===== src/rtl/wdog_pkg.sv =====
package wdog_pkg;
  typedef enum logic [1:0] {
    WD_IDLE  = 2'd0,
    WD_LONG  = 2'd1,
    WD_SHORT = 2'd2
  } wd_mode_e;
endpackage


===== src/rtl/wdog_kick_sync.sv =====
module wdog_kick_sync #(
  parameter int STAGES = 2
) (
  input  logic clk_i,
  input  logic rst_ni,
  input  logic kick_i,
  output logic edge_o
);
  logic [STAGES-1:0] sync_q;
  logic              prev_q;

  for (genvar i = 0; i < STAGES; i++) begin : g_stage
    if (i == 0) begin : g_first
      always_ff @(posedge clk_i or negedge rst_ni) begin
        if (!rst_ni) sync_q[0] <= 1'b0;
        else         sync_q[0] <= kick_i;
      end
    end else begin : g_next
      always_ff @(posedge clk_i or negedge rst_ni) begin
        if (!rst_ni) sync_q[i] <= 1'b0;
        else         sync_q[i] <= sync_q[i-1];
      end
    end
  end

  always_ff @(posedge clk_i or negedge rst_ni) begin
    if (!rst_ni) prev_q <= 1'b0;
    else         prev_q <= sync_q[STAGES-1];
  end

  // either direction counts
  assign edge_o = sync_q[STAGES-1] ^ prev_q;
endmodule


===== src/rtl/wdog_mode_ctrl.sv =====
module wdog_mode_ctrl
  import wdog_pkg::*;
(
  input  logic     clk_i,
  input  logic     rst_ni,
  input  logic     hold_i,
  input  logic     done_i,
  input  logic     kick_i,
  input  logic     expire_i,
  output wd_mode_e mode_o,
  output logic     bark_o
);
  wd_mode_e mode_q, mode_d;
  logic     bark_q, bark_d;

  always_comb begin
    mode_d = mode_q;
    bark_d = bark_q;
    if (hold_i) begin
      mode_d = WD_IDLE;
      bark_d = 1'b0;
    end else if (done_i) begin
      mode_d = WD_LONG;
      bark_d = 1'b0;
    end else if (mode_q != WD_IDLE && kick_i) begin
      mode_d = WD_SHORT;
      bark_d = 1'b0;
    end else if (expire_i) begin
      mode_d = WD_SHORT;
      bark_d = 1'b1;
    end
  end

  always_ff @(posedge clk_i or negedge rst_ni) begin
    if (!rst_ni) begin
      mode_q <= WD_IDLE;
      bark_q <= 1'b0;
    end else begin
      mode_q <= mode_d;
      bark_q <= bark_d;
    end
  end

  assign mode_o = mode_q;
  assign bark_o = bark_q;
endmodule


===== src/rtl/wdog_tick_timer.sv =====
module wdog_tick_timer #(
  parameter int CNT_W = 8
) (
  input  logic             clk_i,
  input  logic             rst_ni,
  input  logic             hold_i,
  input  logic             arm_i,
  input  logic             restart_i,
  input  logic             tick_i,
  input  logic [CNT_W-1:0] limit_i,
  output logic [CNT_W-1:0] cnt_o,
  output logic             expire_o
);
  logic [CNT_W-1:0] cnt_q;

  assign expire_o = arm_i && !hold_i && !restart_i && tick_i &&
                    (cnt_q == limit_i - CNT_W'(1));

  always_ff @(posedge clk_i or negedge rst_ni) begin
    if (!rst_ni)                            cnt_q <= '0;
    else if (hold_i || restart_i || expire_o) cnt_q <= '0;
    else if (arm_i && tick_i)               cnt_q <= cnt_q + CNT_W'(1);
  end

  assign cnt_o = cnt_q;
endmodule


===== src/rtl/dual_period_wdog.sv =====
module dual_period_wdog
  import wdog_pkg::*;
#(
  parameter int LONG_TICKS  = 54,
  parameter int SHORT_TICKS = 17,
  parameter int SYNC_STAGES = 2
) (
  input  logic clk_i,
  input  logic rst_ni,
  input  logic tick_i,
  input  logic kick_i,
  input  logic sys_rst_i,
  input  logic uv_i,
  input  logic mr_i,
  input  logic rst_done_i,
  output logic wdo_no
);
  localparam int CNT_W = $clog2(LONG_TICKS + 1);

  logic             hold, kick_edge, armed, restart, expire, bark;
  logic [CNT_W-1:0] limit, cnt_q;
  wd_mode_e         mode_q;

  assign hold = sys_rst_i | uv_i | mr_i;

  wdog_kick_sync #(.STAGES(SYNC_STAGES)) u_sync (
    .clk_i  (clk_i),
    .rst_ni (rst_ni),
    .kick_i (kick_i),
    .edge_o (kick_edge)
  );

  wdog_mode_ctrl u_mode (
    .clk_i    (clk_i),
    .rst_ni   (rst_ni),
    .hold_i   (hold),
    .done_i   (rst_done_i),
    .kick_i   (kick_edge),
    .expire_i (expire),
    .mode_o   (mode_q),
    .bark_o   (bark)
  );

  assign armed   = (mode_q != WD_IDLE);
  assign restart = rst_done_i | (armed & kick_edge);
  assign limit   = (mode_q == WD_SHORT) ? CNT_W'(SHORT_TICKS) : CNT_W'(LONG_TICKS);

  wdog_tick_timer #(.CNT_W(CNT_W)) u_tmr (
    .clk_i     (clk_i),
    .rst_ni    (rst_ni),
    .hold_i    (hold),
    .arm_i     (armed),
    .restart_i (restart),
    .tick_i    (tick_i),
    .limit_i   (limit),
    .cnt_o     (cnt_q),
    .expire_o  (expire)
  );

  // undervoltage dominates; reset sources release at once
  always_comb begin
    if (uv_i)                  wdo_no = 1'b0;
    else if (sys_rst_i | mr_i) wdo_no = 1'b1;
    else                       wdo_no = ~bark;
  end
endmodule


===== config.mk =====
export PLATFORM = sky130hd
export DESIGN_NAME = dual_period_wdog
export DESIGN_NICKNAME = d
export VERILOG_FILES = /design/src/rtl/wdog_pkg.sv /design/src/rtl/wdog_kick_sync.sv /design/src/rtl/wdog_mode_ctrl.sv /design/src/rtl/wdog_tick_timer.sv /design/src/rtl/dual_period_wdog.sv
export SDC_FILE = /design/constraint.sdc
export NUM_CORES = 1
export LEC_CHECK = 0
export ABC_AREA = 1
export BUFFER_PORTS_ARGS = -buffer_cell sky130_fd_sc_hd__buf_2
export CELL_PAD_IN_SITES_DETAIL_PLACEMENT = 1
export CELL_PAD_IN_SITES_GLOBAL_PLACEMENT = 1
export CORE_AREA = 10 10 51 53
export CTS_BUF_LIST = sky130_fd_sc_hd__clkbuf_16
export DETAILED_ROUTE_END_ITERATION = 6
export DIE_AREA = 0 0 61 63
export PLACE_DENSITY = 0.78
export REMOVE_ABC_BUFFERS = 1
export SLEW_MARGIN = 20
export SYNTH_ARGS = -nofsm -noshare
export SYNTH_HDL_FRONTEND = slang
export SYNTH_SLANG_ARGS = --single-unit

===== constraint.sdc =====
create_clock -name clk_i -period 3.26 [get_ports clk_i]
set_clock_uncertainty 0.2 [all_clocks]
set_input_delay 0.652 -clock clk_i [delete_from_list [all_inputs] [get_ports clk_i]]
set_output_delay 0.652 -clock clk_i [all_outputs]
set_load 0.03 [all_outputs]

==> results.json, run 1 <==
{
  "floorplan.initialDensity_pct": 39.7,
  "via_count": 543,
  "ir_drop_mv": 0.383,
  "tightest_slew_ps": 273,
  "via_per_inst": 4.94,
  "hold_class": "in2async",
  "port_buffers": 8,
  "cts_max_level": 1,
  "final_layout_size_suffix_gt1_share_pct": 21.5,
  "status": "finished, final reports clean",
  "startpoint_type": "input port",
  "switching_power_uw": 80.8,
  "r2r_slack_ps": 1880,
  "finalNonFillerCells": 110,
  "busiest_layer": "met2",
  "die_area_sq_mm": 0.00384,
  "path_class": "in2out",
  "grt_max_degree": 13,
  "area_growth_pct": 21.4,
  "ctsHoldBuffers": 0,
  "p_leak_uw": 0.000379,
  "ioPinCount": 9,
  "synth_commonest_cells": "nand2_1 (20), nor2_1 (15), dfrtp_1 (12)",
  "grtUsageMet1_pct": 10.1,
  "pwr_density_cell_mw_per_mm2": 505,
  "clock_sinks": 12,
  "insertion_delay_ps": 240,
  "use_met3_pct": 4.07,
  "switching_share_pct": 20.1,
  "synth-seq-cells": 12,
  "die_x_microns": 61,
  "core-area_sq_mm": 0.00165,
  "setup_viol": 0,
  "ys_warn_count": 0,
  "clk_pin_slew_ps": 40,
  "synth_top_area_cell": "dfrtp_1",
  "overflow": 0,
  "antenna_found_initial": 0,
  "synth.distinct_cells": 17,
  "path_max_fanout": 3,
  "r2r_end": "u_tmr.cnt_o[4]",
  "max_slew_margin_pct": 81.7,
  "grt_pass1_vias": 568,
  "tns_ps": 0,
  "worstSetupEndpointType": "primary output",
  "dpl.hpwl_microns": 1140,
  "diodes": 0,
  "rsz0062_at_grt": "no",
  "drc": 0,
  "placed_cells": 106,
  "fp-row-count": 15,
  "synthTopCellsByArea": "dfrtp_1 (46%), nand2_1 (11%), nor2_1 (8.6%)",
  "holdWs_ps": 81.0,
  "seq_area_frac_synth_pct": 45.8,
  "nFillCells": 209,
  "synth.avg_cell_area_sq_um": 8.09,
  "cts_tree": "done",
  "internal_power_uw": 321,
  "clock_tree.buffer_depth": 2,
  "synthCells": 81,
  "rr_worst_depth": 6,
  "grt_pass1_wl_microns": 2730,
  "pwr-share-comb_pct": 5.5,
  "dr.pass1.iters": 2,
  "routed_wirelength_microns": 1540,
  "synthArstFlopShare_pct": 100,
  "drt_iter0_drc": 16,
  "p_clk_share_pct": 56.1,
  "cts_setup_buffers": 0,
  "place.gp.congestion": 0.759,
  "cts_resized": 0,
  "cts-root-buf": "clkbuf_16",
  "arrival_ps": 1140,
  "yosysTopAreaCellShare_pct": 45.8,
  "period_needed_ps": 2000,
  "max_freq_ghz": 0.501,
  "power_frac_seq_pct": 38.4,
  "wl_per_cell_microns": 14.0,
  "worst_ep_required_time_ps": 2410,
  "antenna_left": 0,
  "maxCapViolCount": 0,
  "synth_enable_flop_cells": 0,
  "fin_crit_sh_pct": 61.2,
  "grtUsageMet2_pct": 15.1,
  "netlist_area_sq_um": 656,
  "fin_nets": 103,
  "die_h_microns": 63,
  "synth_most_common_cell": "nand2_1",
  "cts_made_buffers": 3,
  "rr_startpoint": "u_tmr.cnt_o[0]",
  "hold_viol_final": 0,
  "grt_usage_pct": 9.83,
  "synthFlopType": "dfrtp_1",
  "finalMaxSlewViolations": 0
}
==> cell type report <==
type                            count  area [sq um]  area share (%)
Inverter                           12          45.0            5.66
Sequential cell                    12           300            37.7
Tap cell                           17          21.3            2.67
Clock inverter                      1          3.75           0.472
Clock buffer                        3          75.1            9.43
Timing Repair Buffer                8          40.0            5.03
Multi-Input combinational cell     57           310            39.0
==> cell usage in the layout (no fill, tap or decap), drive strengths merged <==
master   n
xor2     3
a21boi   1
ha       1
inv     12
clkbuf   3
nand4    1
clkinv   1
dfrtp   12
and2     1
nand3    8
xnor2    1
nor2    17
a21oi    1
buf      8
nand2   23
==> through the flow <==
step                      utilization [%]  power, uW  worst slack, ps  instance area, sq um
after global placement               43.4        177             1290                   717
final                                48.2        402             1260                   796
after floorplan                         -        167             1240                   656
after detailed placement             43.4        178             1260                   717
after global routing                 48.2        420             1230                   796
after CTS                            48.2        409             1260                   796
==> worst max path at each step <==
| stage | from | end |
|---|---|---|
| after floorplan | sys_rst_i | wdo_no |
| after global placement | sys_rst_i | wdo_no |
| after detailed placement | sys_rst_i | wdo_no |
| after CTS | sys_rst_i | wdo_no |
| after global routing | sys_rst_i | wdo_no |
| final | sys_rst_i | wdo_no |
==> power groups by stage <==
stage	logic [uW]	clock network [uW]	registers (uW)
3_3_place_gp	21.3	0	156
6_report	22.1	226	154
2_1_floorplan	11.2	0	156
4_1_cts	22.8	232	154
5_1_grt	24.8	240	155
3_5_place_dp	22.2	0	156
==> critical path, stage by stage <==
cell and delay, ps:
buf_2 110, nor2_2 130, a21oi_1 70, buf_2 180
==> logic make-up after synthesis <==
kind of cell	synth area share, %
XOR/XNOR	5.34
adder cells (fa/ha/maj)	1.91
AO/OA/AOI/OAI	1.91
AND/OR/NAND/NOR	38.2
buffers and inverters	6.87
flip-flops	45.8
==> state kept, by name, summed over array words and instances, names as in the netlist <==
name	flops
u_sync.sync_q	2
u_sync.prev_q	1
u_mode.mode_o	2
u_mode.bark_o	1
u_tmr.cnt_o	6
==> per-layer routing <==
layer | up-vias | part of all wire, %
li1 | 271 | -
met4 | 0 | 3.5
met5 | - | 0
met1 | 260 | 41
met3 | 6 | 4.1
met2 | 6 | 52
Note: power is estimated with default switching activity, not from simulation.
==> run 2: changes to the inputs <==
ABC_AREA = 0   (was 1)
PLACE_DENSITY = 0.7   (was 0.78)
clock period = 1.6 ns   (was 3.26 ns; I/O delays follow)
==> run 2 against run 1 <==
- non-clock buffer count grew 2
- critical path type is now reg2reg
- combinational power up 100%
- highest routed layer unchanged
- global-route usage shrank 2.5 points
- worst hold slack improved by 73 ps
- largest power group unchanged
- synthesized cell count decreased by 35%
- sequential power grew 100%
==> results.json, run 2 <==
{
  "status": "finished, final reports clean",
  "dr.pass1.iters": 4,
  "dpl.hpwl_microns": 907,
  "utilization_pct": 44.5,
  "synthTopCellsByArea": "dfrtp_1 (53%), nor2_1 (6.7%), xnor2_1 (6.2%)",
  "worst-path-buf-inv": 0,
  "via_per_inst": 5.20,
  "die_h_microns": 63,
  "cts_max_level": 1,
  "rr_worst_depth": 4,
  "diodes": 0,
  "drt_iter0_drc": 18,
  "max_freq_ghz": 0.653,
  "rr_startpoint": "u_tmr.cnt_o[0]",
  "busiest_layer": "met2",
  "arrival_ps": 1450,
  "clock_tree.buffer_depth": 2,
  "drc": 0,
  "port_buffers": 8,
  "startpoint_type": "flip-flop",
  "antenna_left": 0,
  "synth_xor_area_share_pct": 9.31,
  "path_max_fanout": 8,
  "area_growth_pct": 30.4,
  "die_area_sq_mm": 0.00384,
  "ir_drop_mv": 0.635,
  "largest_register_ffs": 6,
  "cts-root-buf": "clkbuf_16",
  "synth.distinct_cells": 22,
  "grtUsageMet2_pct": 9.44,
  "synth-seq-cells": 12,
  "yosys.area_share.simple_pct": 22.2,
  "hold_class": "reg2reg",
  "period_needed_ps": 1530,
  "use_met3_pct": 3.66,
  "pwr_density_cell_mw_per_mm2": 1110,
  "r2r_end": "u_tmr.cnt_o[4]",
  "finalNonFillerCells": 84,
  "holdPathEnd": "u_sync.sync_q[1]",
  "ioPinCount": 9,
  "insertion_delay_ps": 240,
  "path_class": "reg2reg",
  "via_count": 437,
  "final_layout_size_suffix_gt1_share_pct": 23.9,
  "synthMuxAreaShare_pct": 1.77,
  "grt_pass1_wl_microns": 2040,
  "max_slew_margin_pct": 76.6,
  "synth_compound_area_share_pct": 10.6,
  "seq_area_frac_synth_pct": 53.2,
  "cts_setup_buffers": 0,
  "floorplan.initialDensity_pct": 34.2,
  "ys_warn_count": 0,
  "core-area_sq_mm": 0.00165,
  "grt_usage_pct": 7.34,
  "place.gp.congestion": 0.746,
  "hold_viol_final": 0,
  "placed_cells": 78,
  "cp_slowest_cell": "dfrtp_1",
  "layout_commonest_cell": "dfrtp_1",
  "grt_max_degree": 13,
  "setup_viol": 0,
  "crit_chain": "nor3_1 -> mux2i_2 -> o21ai_4 -> nor2_1",
  "power.total_uw": 818,
  "synth_most_common_cell": "dfrtp_1",
  "p_leak_uw": 0.000301,
  "r2r_slack_ps": 70,
  "path_delay_family": "flip-flops",
  "place_area_sq_um": 626,
  "synth_enable_flop_cells": 0,
  "synth_top_area_cell": "dfrtp_1",
  "fin_crit_sh_pct": 95.7,
  "synth.avg_cell_area_sq_um": 10.6,
  "design_area_sq_um": 736,
  "maxCapViolCount": 0,
  "grtUsageMet1_pct": 8.39,
  "grt_pass1_vias": 445,
  "antenna_found_initial": 0,
  "wl_per_cell_microns": 14.9,
  "routed_wirelength_microns": 1250,
  "layout_common_cells": "dfrtp_1 (12), nor2_1 (10), buf_2 (8)",
  "whs_path_depth": 0,
  "finalMaxSlewViolations": 0,
  "synth_commonest_cells": "dfrtp_1 (12), nor2_1 (10), nand2_1 (4), xnor2_1 (4), o21a_1 (3)",
  "worstHoldStart": "u_sync.sync_q[0]",
  "synthCells": 53,
  "synth_top_family_by_area": "simple AND/OR/NAND/NOR gates",
  "cp_slowest_stage_delay_ps": 420,
  "fin_nets": 77,
  "cts_made_buffers": 3,
  "worst_ep_required_time_ps": 1520,
  "die_x_microns": 61,
  "netlist_area_sq_um": 564,
  "worstSetupEndpointType": "flip-flop",
  "synthFlopType": "dfrtp_1",
  "synth-adder-area-share_pct": 2.22,
  "clk_pin_slew_ps": 40,
  "overflow": 0,
  "cts_tree": "done",
  "yosysTopAreaCellShare_pct": 53.2,
  "synthArstFlopShare_pct": 100,
  "clock_sinks": 12,
  "tightest_slew_ps": 348,
  "fp-row-count": 15
}
## run 2: cell types whose count changed after synthesis, sizes merged, moves of 2 or more
cell / delta
inv: -11
nand2: -19
nand3: -6
nor2: -7
nor3: +2
o21a: +4
o21ai: +3
xnor2: +3
## run 2: where the power goes
part	total [uW]	internal, uW	switching [uW]
logic	44.7	19.0	25.7
registers	314	310	3.49
clock network	460	329	131
## run 2: kinds of logic (layout without fill, tap and decap cells)
kind of cell    after synthesis  in the layout
simple gates                 23             23
mux                           1              1
buf+inv                       1             15
compound gates                9              9
xor+xnor                      6              6
flops                        12             12
fa+ha+maj                     1              1
## run 2: worst register-to-register path: cells and delay by family (launching register included)
kind | cells | cell delay [ps]
AO/OA/AOI/OAI | 1 | 270
flip-flops | 1 | 420
multiplexers | 1 | 150
AND/OR/NAND/NOR | 2 | 370
## run 2: area by class of cell
type                       instances  area, sq um
clock buffer                       3         75.1
clock inverter                     1         3.75
fill                             187          916
inverter                           1         3.75
multi-input combinational         40          272
sequential                        12          300
tap                               17         21.3
timing repair buffer              10         60.1
## run 2: timing repair
| action | CTS | global route |
|---|---|---|
| hold endpoints to repair | 13 | 0 |
| resized for setup | 0 | 2 |
| hold buffers | 2 | 0 |
| setup endpoints to repair | 0 | 8 |
## run 2: stage by stage
stage               worst slack, ps  hold slack (ps)  TNS, ps
floorplan                       216             -176        0
global placement               54.9             12.1        0
detailed placement             18.5             15.4        0
CTS                            87.2              158        0
global route                  -18.5              162    -41.8
finish                         69.1              154        0
## run 2: worst max-delay path by stage
stage / from / endpoint / slack, ps / cells past startpoint
after global placement: uv_i / u_mode.mode_o[1] / 50 / 5
after global routing: u_tmr.cnt_o[0] / u_tmr.cnt_o[5] / -20 / 4
final: u_tmr.cnt_o[0] / u_tmr.cnt_o[4] / 70 / 4
after CTS: u_tmr.cnt_o[0] / u_tmr.cnt_o[5] / 90 / 4
after detailed placement: uv_i / u_mode.mode_o[1] / 20 / 5
after floorplan: u_tmr.cnt_o[2] / u_mode.mode_o[1] / 220 / 4
## run 2: routing by layer
layer  wire length (microns)  vias up
met5                       0        -
met3                      60        5
li1                        -      208
met2                     630        9
met4                      49        0
met1                     513      215
